File: config.mk
export PLATFORM = sky130hd
export DESIGN_NAME = burst_addr_seq
export DESIGN_NICKNAME = d
export VERILOG_FILES = /design/src/rtl/burst_seq_pkg.sv /design/src/rtl/bsq_strobe_arb.sv /design/src/rtl/bsq_beat_ctr.sv /design/src/rtl/burst_addr_seq.sv
export SDC_FILE = /design/constraint.sdc
export NUM_CORES = 1
export LEC_CHECK = 0
export BUFFER_PORTS_ARGS = -buffer_cell sky130_fd_sc_hd__buf_2
export CORE_UTILIZATION = 44
export DETAILED_ROUTE_END_ITERATION = 7
export PLACE_DENSITY_LB_ADDON = 0.05
export SETUP_SLACK_MARGIN = 0.5
export SKIP_LAST_GASP = 1
export SYNTH_ARGS = -nofsm -noshare
export SYNTH_HDL_FRONTEND = slang
export SYNTH_SLANG_ARGS = --single-unit
File: constraint.sdc
create_clock -name clk_i -period 1 [get_ports clk_i]
set_input_delay 0.1 -clock clk_i [delete_from_list [all_inputs] [get_ports clk_i]]
set_output_delay 0.1 -clock clk_i [all_outputs]
set_load 0.005 [all_outputs]
File: src/rtl/burst_seq_pkg.sv
package burst_seq_pkg;
  localparam int unsigned BEAT_W = 2;

  typedef enum logic {ORD_LINEAR = 1'b0, ORD_XOR = 1'b1} order_e;
  typedef enum logic {SRC_CTRL = 1'b0, SRC_PROC = 1'b1} src_e;

  function automatic logic [BEAT_W-1:0] beat_addr(order_e ord,
                                                  logic [BEAT_W-1:0] base,
                                                  logic [BEAT_W-1:0] idx);
    return (ord == ORD_XOR) ? (base ^ idx) : (base + idx);
  endfunction
endpackage

File: src/rtl/bsq_strobe_arb.sv
module bsq_strobe_arb
  import burst_seq_pkg::*;
(
  input  logic cs1_n_i,
  input  logic proc_stb_ni,
  input  logic ctrl_stb_ni,
  output logic load_o,
  output src_e src_o
);
  logic proc_ok, ctrl_ok;

  assign proc_ok = ~proc_stb_ni & ~cs1_n_i;  // chip enable gates only the processor strobe
  assign ctrl_ok = ~ctrl_stb_ni;
  assign load_o  = proc_ok | ctrl_ok;
  assign src_o   = proc_ok ? SRC_PROC : SRC_CTRL;
endmodule

File: src/rtl/bsq_beat_ctr.sv
module bsq_beat_ctr
  import burst_seq_pkg::*;
(
  input  logic              clk_i,
  input  logic              rst_ni,
  input  logic              load_i,
  input  logic [BEAT_W-1:0] base_i,
  input  logic              adv_ni,
  input  logic              order_sel_i,
  output logic [BEAT_W-1:0] beat_o
);
  order_e            mode_q;
  logic              mode_vld_q;
  logic [BEAT_W-1:0] base_q, idx_q;

  always_ff @(posedge clk_i or negedge rst_ni) begin
    if (!rst_ni) begin
      mode_q     <= ORD_LINEAR;
      mode_vld_q <= 1'b0;
    end else if (!mode_vld_q) begin
      mode_q     <= order_e'(order_sel_i);
      mode_vld_q <= 1'b1;
    end
  end

  always_ff @(posedge clk_i or negedge rst_ni) begin
    if (!rst_ni) begin
      base_q <= '0;
      idx_q  <= '0;
    end else if (load_i) begin
      base_q <= base_i;
      idx_q  <= '0;
    end else if (!adv_ni) begin
      idx_q  <= idx_q + 1'b1;  // natural wrap after the last beat
    end
  end

  assign beat_o = beat_addr(mode_q, base_q, idx_q);

  assert_load_first_beat_R10: assert property (@(posedge clk_i) disable iff (!rst_ni)
    load_i |=> beat_o == $past(base_i));

  assert_suspend_R8: assert property (@(posedge clk_i) disable iff (!rst_ni)
    (!load_i && adv_ni) |=> $stable(beat_o));

  assert_linear_step_R7: assert property (@(posedge clk_i) disable iff (!rst_ni)
    (!load_i && !adv_ni && mode_vld_q && mode_q == ORD_LINEAR)
      |=> beat_o == BEAT_W'($past(beat_o) + 1'b1));

  assert_mode_frozen_R11: assert property (@(posedge clk_i) disable iff (!rst_ni)
    mode_vld_q |=> $stable(mode_q));
endmodule

File: src/rtl/burst_addr_seq.sv
module burst_addr_seq
  import burst_seq_pkg::*;
#(
  parameter int unsigned ADDR_W = 17
) (
  input  logic              clk_i,
  input  logic              rst_ni,
  input  logic              cs1_n_i,
  input  logic              proc_stb_ni,
  input  logic              ctrl_stb_ni,
  input  logic              adv_ni,
  input  logic              order_sel_i,
  input  logic [ADDR_W-1:0] addr_i,
  output logic [ADDR_W-1:0] addr_o,
  output logic              stb_acc_o,
  output logic              stb_src_o
);
  localparam int unsigned UPPER_W = ADDR_W - BEAT_W;

  logic               load;
  src_e               src;
  logic [UPPER_W-1:0] upper_q;
  logic [BEAT_W-1:0]  beat;
  logic               acc_q;
  src_e               src_q;

  bsq_strobe_arb u_arb (
    .cs1_n_i    (cs1_n_i),
    .proc_stb_ni(proc_stb_ni),
    .ctrl_stb_ni(ctrl_stb_ni),
    .load_o     (load),
    .src_o      (src)
  );

  bsq_beat_ctr u_ctr (
    .clk_i      (clk_i),
    .rst_ni     (rst_ni),
    .load_i     (load),
    .base_i     (addr_i[BEAT_W-1:0]),
    .adv_ni     (adv_ni),
    .order_sel_i(order_sel_i),
    .beat_o     (beat)
  );

  always_ff @(posedge clk_i or negedge rst_ni) begin
    if (!rst_ni) begin
      upper_q <= '0;
      acc_q   <= 1'b0;
      src_q   <= SRC_CTRL;
    end else begin
      if (load) upper_q <= addr_i[ADDR_W-1:BEAT_W];
      acc_q <= load;
      src_q <= load ? src : SRC_CTRL;
    end
  end

  assign addr_o    = {upper_q, beat};
  assign stb_acc_o = acc_q;
  assign stb_src_o = src_q;

  assert_load_addr_R2: assert property (@(posedge clk_i) disable iff (!rst_ni)
    load |=> (addr_o == $past(addr_i)) && stb_acc_o);

  assert_proc_priority_R4: assert property (@(posedge clk_i) disable iff (!rst_ni)
    (!proc_stb_ni && !cs1_n_i) |=> stb_src_o);

  assert_proc_gated_R5: assert property (@(posedge clk_i) disable iff (!rst_ni)
    (cs1_n_i && ctrl_stb_ni) |=> !stb_acc_o && !stb_src_o);

  assert_ctrl_src_R3: assert property (@(posedge clk_i) disable iff (!rst_ni)
    (!ctrl_stb_ni && (cs1_n_i || proc_stb_ni)) |=> stb_acc_o && !stb_src_o);

  assert_upper_hold_R12: assert property (@(posedge clk_i) disable iff (!rst_ni)
    !load |=> $stable(addr_o[ADDR_W-1:BEAT_W]));
endmodule

### After elaboration in Yosys (flattened, before gate mapping)

Cells that the tools add are included.

| storage, ports and cells | value |
|---|---|
| register bits after elaboration | 23 |
| output and inout port bits | 19 |
| input bits | 24 |

| operators by class | value |
|---|---|
| add/subtract/negate cells | 2 |
| equal/unequal tests | 1 |
| bitwise operators | 6 |
| mux-type cells | 5 |

Operators by type and width:

| kind | number |
|---|---|
| $mux 2 | 3 |
| $not 1->1 | 3 |
| $add 2x1->2 const B | 1 |
| $add 2x2->2 | 1 |
| $mux 1 | 2 |
| $ne 2x1->1 const B | 1 |
| $xor 2x2->2 | 1 |
| $and 1x1->1 | 1 |
| $or 1x1->1 | 1 |

### Longest topological paths before layout

Gate-level depths: netlist of the first run.

| depth | value |
|---|---|
| word-level depth | 4 |
| gate-level depth with buffers | 3 |
| gate-level depth less buffers | 3 |

### Hierarchy

From an unflattened synthesis of the first run, not the netlist that was laid out.

| unflattened totals | value |
|---|---|
| cell total of the unflattened synthesis | 57 |
| area, all modules | 942.2 µm² |

Modules (own cells, without submodules):

| module | area each (µm²) | sequential area each (µm²) | instances | cells an instance |
|---|---|---|---|---|
| burst_addr_seq | 666.9 | 425.4 | 1 | 35 |
| bsq_beat_ctr | 266.5 | 150.1 | 1 | 20 |
| bsq_strobe_arb | 8.8 | 0.0 | 1 | 2 |

### Worst setup path before layout of the first run

Ideal clock, no wire load.

| path | value |
|---|---|
| kind | register to output |
| start | reg u_ctr.idx_q[0] |
| end | out addr_o[1] |
| slack | 0.072 ns |
| required time | 0.900 ns |
| arrival time | 0.828 ns |
| cell stages (with the launch flop) | 4 |
| cells stage by stage | dfrtp_1 > ha_1 > nor2b_1 > xnor2_1 |

| between the ends | value |
|---|---|
| cells in the longest elaborated chain, start to end | 2 |

RTL lines:

| what | RTL line | source |
|---|---|---|
| start, declared | bsq_beat_ctr.sv:14 | `logic [BEAT_W-1:0] base_q, idx_q;` |
| start signal, assigned | bsq_beat_ctr.sv:34 | `idx_q <= idx_q + 1'b1;` |
| $add 2x2->2 | burst_seq_pkg.sv:10 | `return (ord == ORD_XOR) ? (base ^ idx) : (base + idx);` |
| $mux 2 | burst_seq_pkg.sv:10 |  |
| end, declared | burst_addr_seq.sv:14 | `output logic [ADDR_W-1:0] addr_o,` |

Every way passes these cells.

### Final worst setup path of the first run

Same ends and word-level chain as after synthesis.

==> results.toml, run 1 <==
[sta]
whs_ps = -254.9
grt_setup_unrepaired = "yes"
maxSlewHeadroom_pct = 66.07
setup_slack_ps = -379.6
finClkSkew_ps = 7.010
fin_crit_sh_pct = 138.0
drv_slew = 0
fin_crit_ps = 1380
fmax_mhz = 724.8
finalHoldViolations = 24
worst_pin_slew_ps = 508.9
setup_viol = 4

[synth]
synth-edff-count = 0
syn-num-nets = 80
synth_area_leaders = "dfrtp_1 65%, mux2_2 22%, xnor2_1 3.0%, buf_6 2.5%, nor2b_1 2.1%"
synth_top_family_by_area = "multiplexers"
synthArstFlopShare_pct = 100.0
synthFlopType = "dfrtp_1"
synth-xor-area-share_pct = 2.962
yosysSeqAreaShare_pct = 64.88
yosysMostFrequentCell = "dfrtp_1"
synth_common_cells = "23 x dfrtp_1, 17 x mux2_2, 3 x nor2b_1, 3 x xnor2_1"
synth_cell_types = 11
yosys.area_share.simple_pct = 3.526
ys_ff_latch = 23
synth_compound_area_share_pct = 0.9873
synth.largest_area_cell = "dfrtp_1"
synthAdderAreaFrac_pct = 1.410
avgSynthCellArea_um2 = 16.13
yosysTopAreaCellShare_pct = 64.88
yosys_warnings = 0
synth.area.mux_share_pct = 23.27
syn_inst = 55
synthesis.area_um2 = 887.1

[cts]
insertion_delay_ps = 300
clockBufferDepth = 2
clock-sinks = 23
cts-root-buf = "clkbuf_4"
clk_transition_reported_paths_ps = 120
htreeDepth = 1
cts_buffers = 3
cts_tree = "done"

[worst_setup_path]
crit_arrival_ps = 1280
cp_max_fo = 2
path_class = "flip-flop to output port"
critPathRequiredTime_ps = 900
end_kind = "output port"
crit_family = "flip-flops"
critical_path.cell_chain = "ha_4 -> nor2b_4 -> xnor2_2 -> buf_2"
max_stage_delay_ps = 440
critical_path_buf_inv_count = 1
startpoint_type = "flip-flop"
crit_slowest_cell = "dfrtp_1"

[global_route]
use_met2_pct = 33.89
grt_use_total_pct = 18.32
grt.busiest_layer = "met2"
grt_overflow = 0
grt_pass1_vias = 632
grt_antenna_before_repair = 0
grt_max_degree = 24
use_met3_pct = 5.385
met1_usage_pct = 20.54
grt_pass1_wl_um = 2739

[power]
irDropWorstVdd_mv = 0.9595
leakage_uw = 0.0007435
power.density_nw_per_um2 = 1391

[placement]
post-place-ws_ps = -31.77
portBuffers = 42
place.gp.congestion = 0.6871
place_hpwl_um = 1235

[route]
vias = 648
remaining_drc_errors = 0
drt-pass1-iter-count = 2
first_iter_violations = 1
viasPerCell = 4.662
wl_per_cell_um = 14.29
wl_um = 1986
ant_nets = 0

[run]
maxCapViolations = 0

[die]
coreArea_um2 = 1802
fp.dieH_um = 46.90
die_area_um2 = 2200
top_level_ports = 43
initial_core_util_pct = 49.24
die_x_um = 46.90
rows = 15

[finish]
utilization_pct = 79.10
n_antenna_cell = 0
nets = 140
final_layout_size_suffix_gt1_share_pct = 74.56
syn_to_final_growth_pct = 60.65

[status]
status = "finished with violations"
failed_checks = "hold timing, setup timing"

[worst_hold_path]
hp-class = "input pin to asynchronous set/reset pin"
==> cell usage in the layout (no fill, tap or decap) <==
cell type and count:
xnor2_1 2, xnor2_2 1, clkbuf_1 1, nor2_1 2, mux2_4 18, dfrtp_1 23, nor2b_2 1, buf_12 1
nor3_2 1, clkbuf_4 3, clkbuf_16 1, nor2b_4 2, o21ai_4 1, ha_4 1, buf_6 9, buf_2 41
buf_4 5, conb_1 1
==> metal layers <==
metal | vias up | part of all wire, %
met2 | 26 | 52
li1 | 301 | -
met5 | - | 0
met3 | 0 | 5.2
met4 | 0 | 0
met1 | 321 | 43
==> power breakdown <==
group          switching, uW  internal (uW)  leakage [uW]
sequential              58.2           1010      0.000272
combinational            164            333      0.000456
clock                    258            155     0.0000150
total                    480           1500      0.000744
==> through the flow <==
stage,cell area [um^2],cells,TNS (ps),power (uW)
after global routing,1425,139,-985.2,2079
after global placement,1229,123,-114.2,1444
after detailed placement,1229,123,-487.0,1455
after floorplan,974.7,55,0,1278
final,1425,139,-769.2,1983
after CTS,1343,137,-682.7,1926
==> registers in the layout, summed over array words and instances, names as in the netlist <==
name              flops
u_ctr.mode_q          1
stb_acc_o             1
upper_q              15
stb_src_o             1
u_ctr.base_q          2
u_ctr.mode_vld_q      1
u_ctr.idx_q           2
==> cell families after synthesis <==
kind of cell | count (synthesis)
buffers and inverters | 2
xor gates and xnor gates | 3
DFF | 23
AOI/OAI and AO/OA | 1
other | 1
muxes | 18
adders and majority gates | 1
and+or+nand+nor | 6
==> cell type report <==
cell class | count | area, um^2
flip-flops and latches | 23 | 575.6
well taps | 25 | 31.28
clock buffers | 4 | 26.28
fillers | 114 | 376.6
multi-input cells | 30 | 402.9
repair buffers | 57 | 389.1
==> worst paths after layout <==
| kind | cells after the start | startpoint | slack, ps | endpoint |
|---|---|---|---|---|
| worst min register to register | 1 | upper_q[4] | 520 | upper_q[4] |
| min in group clk_i | 2 | proc_stb_ni | -20 | stb_src_o |
| max in group asynchronous | 1 | rst_ni | 900 | upper_q[14] |
| worst max-delay path | 4 | u_ctr.idx_q[0] | -380 | addr_o[1] |
| worst min-delay path | 1 | rst_ni | -250 | upper_q[8] |
| worst max register to register | 5 | u_ctr.idx_q[0] | -130 | u_ctr.idx_q[1] |
==> what timing repair did <==
item	in CTS	in global routing
cloned	0	2
hold endpoints to repair	24	24
resized for setup	3	10
pin swaps	2	3
buffers inserted	10	0
endpoints found under the setup margin	39	40
(Power assumes the default switching activity.)
==> run 2: changes to the inputs <==
--- a/config.mk
+++ b/config.mk
@@ -6,7 +6,10 @@
 export NUM_CORES = 1
 export LEC_CHECK = 0
 export BUFFER_PORTS_ARGS = -buffer_cell sky130_fd_sc_hd__buf_2
-export CORE_UTILIZATION = 44
+export CELL_PAD_IN_SITES_DETAIL_PLACEMENT = 1
+export CELL_PAD_IN_SITES_GLOBAL_PLACEMENT = 1
+export CORE_ASPECT_RATIO = 0.5
+export CORE_UTILIZATION = 34
 export DETAILED_ROUTE_END_ITERATION = 7
 export PLACE_DENSITY_LB_ADDON = 0.05
 export SETUP_SLACK_MARGIN = 0.5
==> results.toml, run 2 (synthesized netlist as in run 1, its figures left out) <==
[sta]
grt_setup_unrepaired = "yes"
whs_ps = -193.6
drv_slew = 0
worst_pin_slew_ps = 520.9
finalHoldViolations = 24
setup_slack_ps = -340.5
fin_crit_sh_pct = 134.1
fin_crit_ps = 1341
finClkSkew_ps = 0.2499
tns_ps = -1059
fmax_mhz = 746.0
setup_viol = 5
maxSlewHeadroom_pct = 65.27

[route]
drt-met1-wl_um = 992
first_iter_violations = 19
wl_met2_um = 1081
wl_met3_um = 152
top_layer_used = "met3"
viasPerCell = 4.274
wl_per_cell_um = 15.25
drt-pass1-iter-count = 2
remaining_drc_errors = 0
vias = 624
wl_um = 2226
ant_nets = 0

[status]
status = "finished with violations"
failed_checks = "hold timing, setup timing"

[cts]
htreeDepth = 1
clockBufferDepth = 2
cts_buffers = 3
cts_tree = "done"
insertion_delay_ps = 260
clk_transition_reported_paths_ps = 80
cts-root-buf = "clkbuf_8"
clock-sinks = 23

[worst_setup_path]
cp_max_fo = 2
reg2reg_slack_ps = -340
crit_family = "buffers and inverters"
r2r_cells = 7
path_depth = 7
crit_slowest_cell = "dfrtp_1"
end_kind = "flip-flop"
crit_arrival_ps = 1490
critical_path.cell_chain = "buf_4 -> buf_6 -> buf_6 -> buf_6 -> nor2b_4 -> xnor2_1 -> nor2_1"
endpoint = "u_ctr.idx_q[1]"
path_class = "flip-flop to flip-flop"
startpoint = "u_ctr.idx_q[0]"
max_stage_delay_ps = 420
startpoint_type = "flip-flop"
crit_top_cell = "buf_6"
r2r-end = "u_ctr.idx_q[1]"
r2r-start = "u_ctr.idx_q[0]"
critPathRequiredTime_ps = 1150
critical_path_buf_inv_count = 4

[global_route]
grt_antenna_before_repair = 0
grt_max_degree = 24
grt_pass1_wl_um = 3291
grt_pass1_vias = 650
grt_overflow = 0
grt_use_total_pct = 17.29

[power]
power.density_nw_per_um2 = 1453
leakage_uw = 0.0007479
irDropWorstVdd_mv = 0.9270

[placement]
place.gp.congestion = 0.6499
dp.cells = 132
post-place-ws_ps = -46.20
place_hpwl_um = 1405
portBuffers = 42
place_area_um2 = 1246

[die]
rows = 12
initial_core_util_pct = 37.87
die_x_um = 74.24
die_area_um2 = 2830
top_level_ports = 43
coreArea_um2 = 2342
fp.dieH_um = 38.12

[finish]
final_area_um2 = 1464
reg_top3 = "upper_q x15, u_ctr.base_q x2, u_ctr.idx_q x2"
largest_reg_flops = 15
final_cells = 146
n_antenna_cell = 0
nets = 137
regMostFlops = "upper_q"
final_common_cell = "buf_2"
n_fill_cell = 254
syn_to_final_growth_pct = 65.02
final_layout_size_suffix_gt1_share_pct = 72.97
final_cell_mix = "39 x buf_2, 23 x dfrtp_1, 18 x mux2_4"

[worst_hold_path]
hp-class = "input pin to asynchronous set/reset pin"

[run]
maxCapViolations = 0
==> run 2: cell count changes in the layout (fill, tap and decap cells not counted) <==
cell,previous run,this run
buf_4,5,2
clkbuf_4,3,0
clkbuf_8,0,3
buf_12,1,3
buf_2,41,39
buf_16,0,1
clkbuf_16,1,0
nor2b_1,0,1
nor2b_2,1,0
==> run 2: timing repair <==
action	4_1_cts	5_1_grt
cloned	1	0
gates resized for setup	10	5
endpoints found under the setup margin	39	39
hold endpoints to repair	24	24
pin swaps	5	2
setup buffers	5	4
==> run 2: per-layer routing <==
| layer | global-route usage, % | vias up |
|---|---|---|
| li1 | - | 295 |
| met1 | 19.83 | 303 |
| met2 | 30.68 | 26 |
| met3 | 7.895 | 0 |
| met4 | 2.830 | 0 |
| met5 | 0 | - |
==> run 2: worst min-delay path by stage <==
stage                     cells after the start  slack (ps)          to  startpoint
after CTS                                     1        -190  upper_q[7]      rst_ni
after detailed placement                      1         100  upper_q[7]      rst_ni
after floorplan                               0        -200   stb_acc_o      rst_ni
after global routing                          1        -160  upper_q[7]      rst_ni
after global placement                        1          80  upper_q[4]      rst_ni
final                                         1        -190  upper_q[7]      rst_ni
==> run 2: power breakdown <==
group	total, uW	switching (uW)	internal, uW
clock network	556	272	284
registers	1070	56.7	1010
logic	499	168	331
==> run 2: through the flow <==
step                      utilization (%)  total power (uW)
after floorplan                         -              1278
after global placement              53.21              1441
after detailed placement            53.21              1461
after CTS                           59.51              2100
after global routing                62.50              2239
final                               62.50              2127
==> run 2: final cells by class <==
| type | count | area, um^2 | area share [%] |
|---|---|---|---|
| multi-input cells | 30 | 400.4 | 27.35 |
| well taps | 35 | 43.79 | 2.991 |
| repair buffers | 54 | 399.1 | 27.27 |
| clock buffers | 4 | 45.04 | 3.077 |
| flip-flops and latches | 23 | 575.6 | 39.32 |
==> run 3: changes to the inputs <==
--- a/config.mk
+++ b/config.mk
@@ -9,11 +9,12 @@
 export CELL_PAD_IN_SITES_DETAIL_PLACEMENT = 1
 export CELL_PAD_IN_SITES_GLOBAL_PLACEMENT = 1
 export CORE_ASPECT_RATIO = 0.5
-export CORE_UTILIZATION = 34
+export CORE_UTILIZATION = 35
 export DETAILED_ROUTE_END_ITERATION = 7
 export PLACE_DENSITY_LB_ADDON = 0.05
 export SETUP_SLACK_MARGIN = 0.5
 export SKIP_LAST_GASP = 1
 export SYNTH_ARGS = -nofsm -noshare
 export SYNTH_HDL_FRONTEND = slang
+export SYNTH_HIERARCHICAL = 1
 export SYNTH_SLANG_ARGS = --single-unit
==> results.toml, run 3 <==
[status]
status = "finished with violations"
failed_checks = "hold timing, setup timing"

[synth]
synth_area_leaders = "dfrtp_1 61%, mux2_4 14%, mux2_2 11%, xnor2_1 2.8%, buf_12 2.1%"
synth.area.mux_share_pct = 25.10
ys_ff_latch = 23
synth_common_cells = "23 x dfrtp_1, 9 x mux2_2, 9 x mux2_4, 3 x xnor2_1, 2 x nor2_1"
yosysMostFrequentCell = "dfrtp_1"
yosys.area_share.simple_pct = 5.046
syn_inst = 57
avgSynthCellArea_um2 = 16.53
synthAdderAreaFrac_pct = 1.328
synth-xor-area-share_pct = 2.789
synthArstFlopShare_pct = 100.0
synth.largest_area_cell = "dfrtp_1"
synth_cell_types = 16
yosysTopAreaCellShare_pct = 61.09
synthFlopType = "dfrtp_1"
synthesis.area_um2 = 942.2
synth_top_family_by_area = "multiplexers"
yosys_warnings = 6
syn-num-nets = 82
yosysSeqAreaShare_pct = 61.09
synth-edff-count = 0
synth_compound_area_share_pct = 0.5312

[route]
ant_nets = 0
viasPerCell = 4.275
wl_per_cell_um = 14.73
wl_um = 2092
drt-pass1-iter-count = 2
first_iter_violations = 15
remaining_drc_errors = 0
vias = 607

[sta]
drv_slew = 0
maxSlewHeadroom_pct = 66.03
fin_crit_ps = 1294
whs_ps = -194.3
fmax_mhz = 772.5
setup_slack_ps = -294.4
worst_pin_slew_ps = 509.6
fin_crit_sh_pct = 129.4
finalHoldViolations = 23
finClkSkew_ps = 0.5035
grt_setup_unrepaired = "yes"
setup_viol = 3

[die]
coreArea_um2 = 2372
initial_core_util_pct = 39.72
fp.dieH_um = 38.69
die_x_um = 75.38
rows = 12
die_area_um2 = 2916
top_level_ports = 43

[cts]
clock-sinks = 23
htreeDepth = 1
clockBufferDepth = 2
cts_buffers = 3
cts_tree = "done"
cts-root-buf = "clkbuf_8"
insertion_delay_ps = 260
clk_transition_reported_paths_ps = 80

[placement]
place_hpwl_um = 1453
place.gp.congestion = 0.6628
place_area_um2 = 1239
portBuffers = 42

[finish]
largest_reg_flops = 15
syn_to_final_growth_pct = 48.21
regMostFlops = "upper_q"
n_antenna_cell = 0
nets = 133
final_layout_size_suffix_gt1_share_pct = 71.96
final_cell_mix = "39 x buf_2, 23 x dfrtp_1, 17 x mux2_4"
final_common_cell = "buf_2"
reg_top3 = "upper_q x15, u_ctr/base_q x2, u_ctr/idx_q x2"
utilization_pct = 58.86
final_area_um2 = 1396

[worst_setup_path]
r2r_cells = 5
reg2reg_slack_ps = -80
r2r-start = "u_ctr/idx_q[0]"
max_stage_delay_ps = 410
r2r-end = "u_ctr/idx_q[1]"
startpoint_type = "flip-flop"
crit_arrival_ps = 1190
critical_path_buf_inv_count = 1
crit_slowest_cell = "dfrtp_1"
cp_max_fo = 2
critical_path.cell_chain = "ha_4 -> nor2b_4 -> xnor2_2 -> buf_2"
path_depth = 4
critPathRequiredTime_ps = 900
end_kind = "output port"
path_class = "flip-flop to output port"
crit_family = "flip-flops"

[global_route]
grt_antenna_before_repair = 0
grt_overflow = 0
grt_pass1_vias = 704
grt_pass1_wl_um = 3346
grt_use_total_pct = 16.72
grt_max_degree = 24

[power]
irDropWorstVdd_mv = 0.8937
power.density_nw_per_um2 = 1477
finalPower_uw = 2063
leakage_uw = 0.0007130

[worst_hold_path]
hp-class = "input pin to asynchronous set/reset pin"

[run]
maxCapViolations = 0
[run 3: changes by cell type in the layout (fill, tap and decap cells not counted), sizes merged]
| cell | change |
|---|---|
| nor2b | -1 |
| buf | -5 |
| and2b | +1 |
| and2 | +1 |
[run 3: cells by family (layout without fill, tap and decap cells)]
logic type | after synthesis | after routing
flip-flops | 23 | 23
multiplexers | 18 | 18
AND/OR/NAND/NOR | 7 | 7
XOR/XNOR | 3 | 3
buffers and inverters | 3 | 53
adder cells (fa/ha/maj) | 1 | 1
other | 1 | 1
AO/OA/AOI/OAI | 1 | 1
[run 3: how the worst max path moves through the flow]
| stage | startpoint | end | slack (ps) |
|---|---|---|---|
| final | u_ctr/base_q[0] | addr_o[1] | -290 |
| after global placement | proc_stb_ni | upper_q[0] | -20 |
| after detailed placement | proc_stb_ni | upper_q[0] | -70 |
| after floorplan | proc_stb_ni | upper_q[10] | 10 |
| after global routing | u_ctr/base_q[0] | addr_o[1] | -360 |
| after CTS | u_ctr/base_q[0] | addr_o[1] | -310 |
[run 3: layer usage]
layer | wire length, um | vias to the layer above | GRT usage [%]
met1 | 831 | 299 | 16.67
met4 | 0 | 0 | 0.9259
met5 | 0 | - | 0
met3 | 117 | 0 | 7.292
met2 | 1142 | 22 | 34.15
li1 | - | 286 | -
[run 3: area by class of cell]
class                           count  area (um^2)
Clock buffer                        4        45.04
Timing Repair Buffer               49        325.3
Sequential cell                    23        575.6
Fill cell                         250        975.9
Tap cell                           35        43.79
Multi-Input combinational cell     31        406.6
[run 3: what timing repair did]
action / CTS / global route
endpoints found under the setup margin: 40 / 40
setup buffers: 3 / 0
gates cloned: 1 / 0
pin swaps: 3 / 1
gates resized for setup: 12 / 6
hold endpoints to repair: 23 / 23
[run 3: metrics by stage]
step | worst slack (ps) | TNS, ps | hold slack [ps] | instances
global placement | -23.00 | -157.9 | 77.12 | 134
finish | -294.4 | -502.0 | -194.3 | 142
detailed placement | -69.53 | -571.2 | 100.8 | 134
floorplan | 12.77 | 0 | -195.6 | 57
global route | -359.4 | -700.6 | -168.9 | 142
CTS | -308.1 | -521.2 | -182.1 | 142
[run 3: where the power goes]
part / total [uW] / internal [uW] / switching (uW)
Combinational: 444 / 289 / 156
Clock: 551 / 283 / 268
Sequential: 1070 / 1010 / 52.8
